File: config.mk
export PLATFORM = sky130hd
export DESIGN_NAME = crc16_byte_engine
export DESIGN_NICKNAME = d
export VERILOG_FILES = /design/src/rtl/crc16_pkg.sv /design/src/rtl/crc16_ctrl.sv /design/src/rtl/crc16_datapath.sv /design/src/rtl/crc16_byte_engine.sv
export SDC_FILE = /design/constraint.sdc
export NUM_CORES = 1
export LEC_CHECK = 0
export BUFFER_PORTS_ARGS = -buffer_cell sky130_fd_sc_hd__buf_2
export CAP_MARGIN = 20
export CORE_MARGIN = 2
export CORE_UTILIZATION = 37
export CTS_BUF_LIST = sky130_fd_sc_hd__clkbuf_4
export CTS_CLUSTER_DIAMETER = 30
export DETAILED_ROUTE_END_ITERATION = 10
export SKIP_CTS_REPAIR_TIMING = 1
export SLEW_MARGIN = 10
export SYNTH_ARGS = -nofsm -noshare
export SYNTH_HDL_FRONTEND = slang
export SYNTH_SLANG_ARGS = --single-unit
File: constraint.sdc
create_clock -name clk -period 1.6 [get_ports clk]
set_clock_uncertainty 0.15 [all_clocks]
set_input_delay 0.16 -clock clk [delete_from_list [all_inputs] [get_ports clk]]
set_output_delay 0.16 -clock clk [all_outputs]
set_load 0.01 [all_outputs]
File: src/rtl/crc16_pkg.sv
package crc16_pkg;
  localparam int CRC_W  = 16;
  localparam int BYTE_W = 8;
  // generator x^16 + x^12 + x^5 + 1 with its tap positions mirrored for LSB-first processing
  localparam logic [CRC_W-1:0] POLY_MIRROR = 16'h8408;

  typedef struct packed {
    logic clr;    // zero the remainder
    logic upd;    // absorb one byte
    logic selHi;  // output multiplexer picks the high half
  } crcStrobes_t;
endpackage

File: src/rtl/crc16_ctrl.sv
module crc16_ctrl
  import crc16_pkg::*;
(
  input  logic        clk,
  input  logic        rstN,
  input  logic        clear,
  input  logic        byteValid,
  input  logic        appendStep,
  output crcStrobes_t strobes
);
  logic selHiQ;

  always_ff @(posedge clk or negedge rstN) begin
    if (!rstN)                   selHiQ <= 1'b0;
    else if (clear || byteValid) selHiQ <= 1'b0;
    else if (appendStep)         selHiQ <= ~selHiQ;
  end

  always_comb begin
    strobes.clr   = clear;
    strobes.upd   = byteValid & ~clear;
    strobes.selHi = selHiQ;
  end

  AST_SEL_TOGGLE: assert property (@(posedge clk) disable iff (!rstN)
    (appendStep && !clear && !byteValid) |=> (selHiQ != $past(selHiQ)));
  AST_SEL_LOW_AFTER_BYTE: assert property (@(posedge clk) disable iff (!rstN)
    (byteValid || clear) |=> !selHiQ);
endmodule

File: src/rtl/crc16_datapath.sv
module crc16_datapath
  import crc16_pkg::*;
#(
  parameter int W  = CRC_W,
  parameter int BW = BYTE_W,
  parameter logic [W-1:0] POLY = POLY_MIRROR
)(
  input  logic          clk,
  input  logic          rstN,
  input  crcStrobes_t   strobes,
  input  logic [BW-1:0] dataIn,
  output logic [W-1:0]  crcQ,
  output logic [BW-1:0] txByte,
  output logic          crcZero
);
  localparam int HALF = W / 2;

  logic [BW-1:0] mTerm;   // register bit n XOR data bit n
  logic [BW-1:0] fbBit;   // feedback of each equivalent serial step
  logic [W-1:0]  fbAcc;   // contribution of all feedback after BW steps
  logic [W-1:0]  crcNext;

  genvar gi;
  generate
    for (gi = 0; gi < BW; gi++) begin : g_mterm
      assign mTerm[gi] = crcQ[gi] ^ dataIn[gi];
    end
  endgenerate

  // Only the feedback part is tracked step by step; the old register simply moves down by BW.
  always_comb begin
    logic [W-1:0] acc;
    acc   = '0;
    fbBit = '0;
    for (int k = 0; k < BW; k++) begin
      fbBit[k] = mTerm[k] ^ acc[0];
      acc      = (acc >> 1) ^ (fbBit[k] ? POLY : '0);
    end
    fbAcc   = acc;
    crcNext = (crcQ >> BW) ^ fbAcc;
  end

  always_ff @(posedge clk or negedge rstN) begin
    if (!rstN)            crcQ <= '0;
    else if (strobes.clr) crcQ <= '0;
    else if (strobes.upd) crcQ <= crcNext;
  end

  assign txByte  = strobes.selHi ? crcQ[W-1:HALF] : crcQ[HALF-1:0];
  assign crcZero = (crcQ == '0);

  AST_CLEAR_ZERO: assert property (@(posedge clk) disable iff (!rstN)
    strobes.clr |=> (crcQ == '0));
  AST_HOLD_IDLE: assert property (@(posedge clk) disable iff (!rstN)
    (!strobes.clr && !strobes.upd) |=> $stable(crcQ));
endmodule

File: src/rtl/crc16_byte_engine.sv
module crc16_byte_engine
  import crc16_pkg::*;
(
  input  logic        clk,
  input  logic        rstN,
  input  logic        clear,
  input  logic        byteValid,
  input  logic [7:0]  dataIn,
  input  logic        appendStep,
  output logic [15:0] crcOut,
  output logic [7:0]  txByte,
  output logic        txHighSel,
  output logic        crcZero
);
  crcStrobes_t strobes;

  crc16_ctrl u_ctrl (
    .clk(clk), .rstN(rstN), .clear(clear), .byteValid(byteValid),
    .appendStep(appendStep), .strobes(strobes)
  );

  crc16_datapath #(.W(CRC_W), .BW(BYTE_W), .POLY(POLY_MIRROR)) u_dp (
    .clk(clk), .rstN(rstN), .strobes(strobes), .dataIn(dataIn),
    .crcQ(crcOut), .txByte(txByte), .crcZero(crcZero)
  );

  assign txHighSel = strobes.selHi;

  AST_ZERO_FLAG_BYTE: assert property (@(posedge clk) disable iff (!rstN)
    crcZero |-> (txByte == 8'h00));
endmodule

# Word level (Yosys, flattened, before mapping)

Cells that the tools add are included.

Register bits after elaboration: 17
Input bits: 13
Output and inout bits: 26
Logic and storage cells: 45

Mux-type cells: 13
Bitwise operators: 26
Reductions and logical operators: 4

Operators with widths:

| cell                          | count |
|---|---|
| 2-to-1 mux 16 bit             | 10 |
| bitwise XOR 15 x 16 -> 16 bit | 7 |
| zero test 16 bit              | 1 |
| bitwise XOR 8 x 16 -> 16 bit  | 1 |
| bitwise XOR 1 bit             | 15 |
| 2-to-1 mux 8 bit              | 1 |
| nonzero test 2 bit            | 2 |
| 2-to-1 mux 1 bit              | 2 |
| inverter 1 bit                | 2 |
| bitwise AND 1 bit             | 1 |
| logical OR 1 bit              | 1 |

# Longest topological paths before layout

Depth after elaboration: 26
Gate-level depth with buffers: 4
Mapped depth without buffers: 3

# Modules after synthesis

Synthesis repeated with hierarchy kept, for this count alone.

Cell total of the unflattened synthesis: 99
Area total of the unflattened synthesis: 1,251.2 um^2

By module, submodules not included:

| module         | instances | cells an instance | area each (um^2) |
|---|---|---|---|
| crc16_datapath | 1         | 93                | 1,186.1 |
| crc16_ctrl     | 1         | 6                 | 65.1 |

# Worst setup path before layout

Ideal clock, no wire load.

Path type: register to register
Start: reg u_dp.crcQ[2]
End: reg u_dp.crcQ[9]
Library setup time: 0.087 ns
Data arrival time: 1.408 ns
Required time: 1.363 ns
Setup slack: -0.045 ns
Cell stages (with the launch flop): 4
Buffers on the path: 0
Clock period less this slack: 1.645 ns
Cell sequence: dfrtp_1 xnor2_2 xor3_1 a211oi_2

Cells in the longest elaborated chain, start to end: 14

Ends and longest elaborated chain:

| what                                        | RTL line             | text |
|---|---|---|
| start, declared                             | crc16_datapath.sv:12 | `output logic [W-1:0] crcQ,` |
| start signal, assigned                      | crc16_datapath.sv:46 | `else if (strobes.upd) crcQ <= crcNext;` |
| bitwise XOR 1 bit                           | crc16_datapath.sv:26 | `assign mTerm[gi] = crcQ[gi] ^ dataIn[gi];` |
| bitwise XOR 1 bit                           | crc16_datapath.sv:36 | `fbBit[k] = mTerm[k] ^ acc[0];` |
| 2-to-1 mux 16 bit                           | crc16_datapath.sv:37 | `acc = (acc >> 1) ^ (fbBit[k] ? POLY : '0);` |
| bitwise XOR 15 x 16 -> 16 bit (4 in series) | crc16_datapath.sv:37 |  |
| bitwise XOR 1 bit                           | crc16_datapath.sv:36 |  |
| 2-to-1 mux 16 bit                           | crc16_datapath.sv:37 |  |
| bitwise XOR 15 x 16 -> 16 bit (2 in series) | crc16_datapath.sv:37 |  |
| bitwise XOR 8 x 16 -> 16 bit                | crc16_datapath.sv:40 | `crcNext = (crcQ >> BW) ^ fbAcc;` |
| 2-to-1 mux 16 bit                           | crc16_datapath.sv:46 |  |
| 2-to-1 mux 16 bit                           | crc16_datapath.sv:45 | `else if (strobes.clr) crcQ <= '0;` |

Every way passes these cells. The select of a mux whose other input is x is not followed.
A chain may end at the register's enable or synchronous reset.

# Final worst setup path

Start: reg u_dp.crcQ[1]
End: out crcZero

Cells in the longest elaborated chain, start to end: 1

Ends and longest elaborated chain:

| what             | RTL line                | text |
|---|---|---|
| zero test 16 bit | crc16_datapath.sv:50    | `assign crcZero = (crcQ == '0);` |
| end, declared    | crc16_byte_engine.sv:13 | `output logic crcZero` |

Every way passes these cells.

==> results.sh <==
export IMPL_numCtsBuffers=3
export IMPL_path_clk_slew_ns=0.11
export IMPL_grt_max_degree=18
export IMPL_top_layer="met4"
export IMPL_path_max_fanout=4
export IMPL_hold_viol=0
export IMPL_fp_dieArea_mm2=0.00384
export IMPL_cp_cell_sequence="nor4_2 -> and4_1 -> buf_2"
export IMPL_worstHoldPathType="in2reg"
export IMPL_syn_inst=97
export IMPL_tightestPinTransition_ns=0.417
export IMPL_swShare_pct=34.6
export IMPL_ir_drop_uv=669
export IMPL_wirelength_mm=3.13
export IMPL_wirelength_met1_mm=1.46
export IMPL_grt_pass1_wl_mm=4.48
export IMPL_fin_nets=171
export IMPL_place_gp_congestion=0.757
export IMPL_cp_top_family="simple AND/OR/NAND/NOR gates"
export IMPL_clk_latency_ns=0.29
export IMPL_drc=0
export IMPL_cts_max_path_buffers=2
export IMPL_cellLeakagePower_nw=0.918
export IMPL_drive_gt1_share_pct=61.1
export IMPL_dpl_cell_area_mm2=0.00156
export IMPL_rows=21
export IMPL_fin_ws_ns=-0.166
export IMPL_synth_seq_area_share_pct=34.2
export IMPL_period_minus_slack_ns=1.77
export IMPL_dr_first_iter_drc_count=28
export IMPL_p_clk_share_pct=8.7
export IMPL_yosys_area_share_simple_pct=9.57
export IMPL_initial_core_util_pct=37.8
export IMPL_synth_avg_cell_area_um2=12.8
export IMPL_total_power_mw=2.79
export IMPL_critPathBufInv=1
export IMPL_area_growth_pct=50.6
export IMPL_grt_overflow=0
export IMPL_powerDensity_mw_per_mm2=1490
export IMPL_cts_max_level=1
export IMPL_synth_nets=110
export IMPL_synth_warnings=0
export IMPL_drv_cap=0
export IMPL_fin_crit_sh_pct=110
export IMPL_cts_root_buf="clkbuf_4"
export IMPL_critPathKind="reg2out"
export IMPL_vias=979
export IMPL_required_ns=1.29
export IMPL_antenna_found_initial=0
export IMPL_viasPerCell=4.82
export IMPL_final_cell_area_mm2=0.00187
export IMPL_setup_violations_final=4
export IMPL_violations="setup timing"
export IMPL_slowest_stage="dfrtp_2"
export IMPL_ant_nets=0
export IMPL_rsz0062_at_grt="yes"
export IMPL_crit_path_end_kind="output port"
export IMPL_cts_sinks=17
export IMPL_n_antenna_cell=0
export IMPL_die_h_um=61.9
export IMPL_ios=39
export IMPL_detailed_place_hpwl_mm=2.21
export IMPL_start_kind="flip-flop"
export IMPL_routedWlPerCell_um=15.4
export IMPL_p_seq_share_pct=26.7
export IMPL_fmax_mhz=566
export IMPL_drt_pass1_iter_count=4
export IMPL_combPwrFrac_pct=64.6
export IMPL_status="finished with violations"
export IMPL_grt_total_usage_pct=16.4
export IMPL_cts_tree="built"
export IMPL_coreArea_mm2=0.00328
export IMPL_wl_met3_um=117
export IMPL_dieWidth_um=61.9
export IMPL_synth_cell_types=22
export IMPL_routed_wl_met2_mm=1.51
export IMPL_ys_seq_elements=17
export IMPL_critPathMaxStageDelay_ns=0.48
export IMPL_n_fill_cell=285
export IMPL_synthXorXnorAreaFrac_pct=34.8
export IMPL_synth_top_family_by_area="XOR/XNOR gates"
export IMPL_synthMuxAreaShare_pct=9.67
export IMPL_synthAdderAreaFrac_pct=0
export IMPL_slew_violations=0
export IMPL_max_slew_margin_rel_pct=72.2
export IMPL_syn_area_mm2=0.00124
export IMPL_portBuffers=38
export IMPL_synth_compound_area_share_pct=8.16
export IMPL_p_int_mw=1.82
export IMPL_worst_endpoint_arrival_ns=1.46
export IMPL_grt_pass1_vias=898
export IMPL_p_sw_uw=965
[cell usage after synthesis, drive strengths merged]
library cell,instances,area (um2)
or2b,1,7.51
nor3,1,5.00
buf,5,32.5
dfrtp,17,425
xor2,1,8.76
nor2,11,41.3
xnor2,13,144
xnor3,7,158
o22ai,5,31.3
nor4,4,25.0
mux2i,3,30.0
nand2b,5,31.3
a211oi,8,70.1
xor3,5,123
clkbuf,2,11.3
and4,1,8.76
mux2,8,90.1
[flip-flops by register name, indices dropped and copies added, names as in the netlist]
register,flops
u_ctrl.selHiQ,1
u_dp.crcQ,16
[layer usage]
layer | global-route usage [%] | vias to the layer above
li1 | - | 466
met2 | 26.0 | 31
met3 | 2.48 | 6
met5 | 0 | -
met4 | 4.56 | 0
met1 | 23.4 | 476
[path summary, 6_finish.rpt]
kind,start,end,slack [ns],cells past startpoint
worst max-delay path,u_dp.crcQ[1],crcZero,-0.17,3
worst min-delay path,byteValid,u_dp.crcQ[12],0.08,2
worst max register to register,u_dp.crcQ[2],u_dp.crcQ[9],0.01,4
worst min register to register,u_dp.crcQ[0],u_dp.crcQ[0],0.49,2
max in group asynchronous,rstN,u_dp.crcQ[9],0.82,2
min in group asynchronous,rstN,u_dp.crcQ[15],0.17,2
[through the flow]
step	instances	hold slack (ns)	util (%)	setup WS, ns	TNS [ns]
2_1_floorplan	97	-0.286	-	-0.0179	-0.0179
3_3_place_gp	188	-0.0346	47.6	0.0548	0
3_5_place_dp	188	-0.0286	47.6	0.0231	0
4_1_cts	192	-0.361	48.5	-0.203	-0.327
5_1_grt	203	0.0976	57.0	-0.254	-0.823
6_report	203	0.0834	57.0	-0.166	-0.225
[power by group through the flow]
stage | Sequential, mW | Combinational [mW] | Clock (mW)
3_3_place_gp | 0.713 | 1.44 | 0
6_report | 0.745 | 1.80 | 0.243
2_1_floorplan | 0.730 | 0.994 | 0
5_1_grt | 0.764 | 1.95 | 0.270
3_5_place_dp | 0.724 | 1.44 | 0
4_1_cts | 0.716 | 1.45 | 0.251
[layout make-up]
class	instances	area, um2	share of cell area, %
Clock inverter	1	5.00	0.268
Multi-Input combinational cell	73	902	48.2
Tap cell	46	57.6	3.08
Sequential cell	17	435	23.3
Timing Repair Buffer	63	448	23.9
Clock buffer	3	22.5	1.20
[placed cells by master (no fill, tap or decap), drive strengths merged]
master	count
mux2	8
buf	60
mux2i	3
nor2	11
nor4	4
dfrtp	17
a211oi	8
xor2	1
dlygate4sd3	3
clkbuf	3
xnor2	13
xnor3	7
o22ai	5
nor3	1
and4	1
nand2b	5
xor3	5
clkinv	1
or2b	1
[cell families (layout without fill, tap and decap cells)]
family / count (synthesis) / after routing
multiplexers: 11 / 11
AO/OA/AOI/OAI: 13 / 13
AND/OR/NAND/NOR: 23 / 23
buffers and inverters: 7 / 67
flip-flops: 17 / 17
XOR/XNOR: 26 / 26
Note: power is estimated with default switching activity, not from simulation.
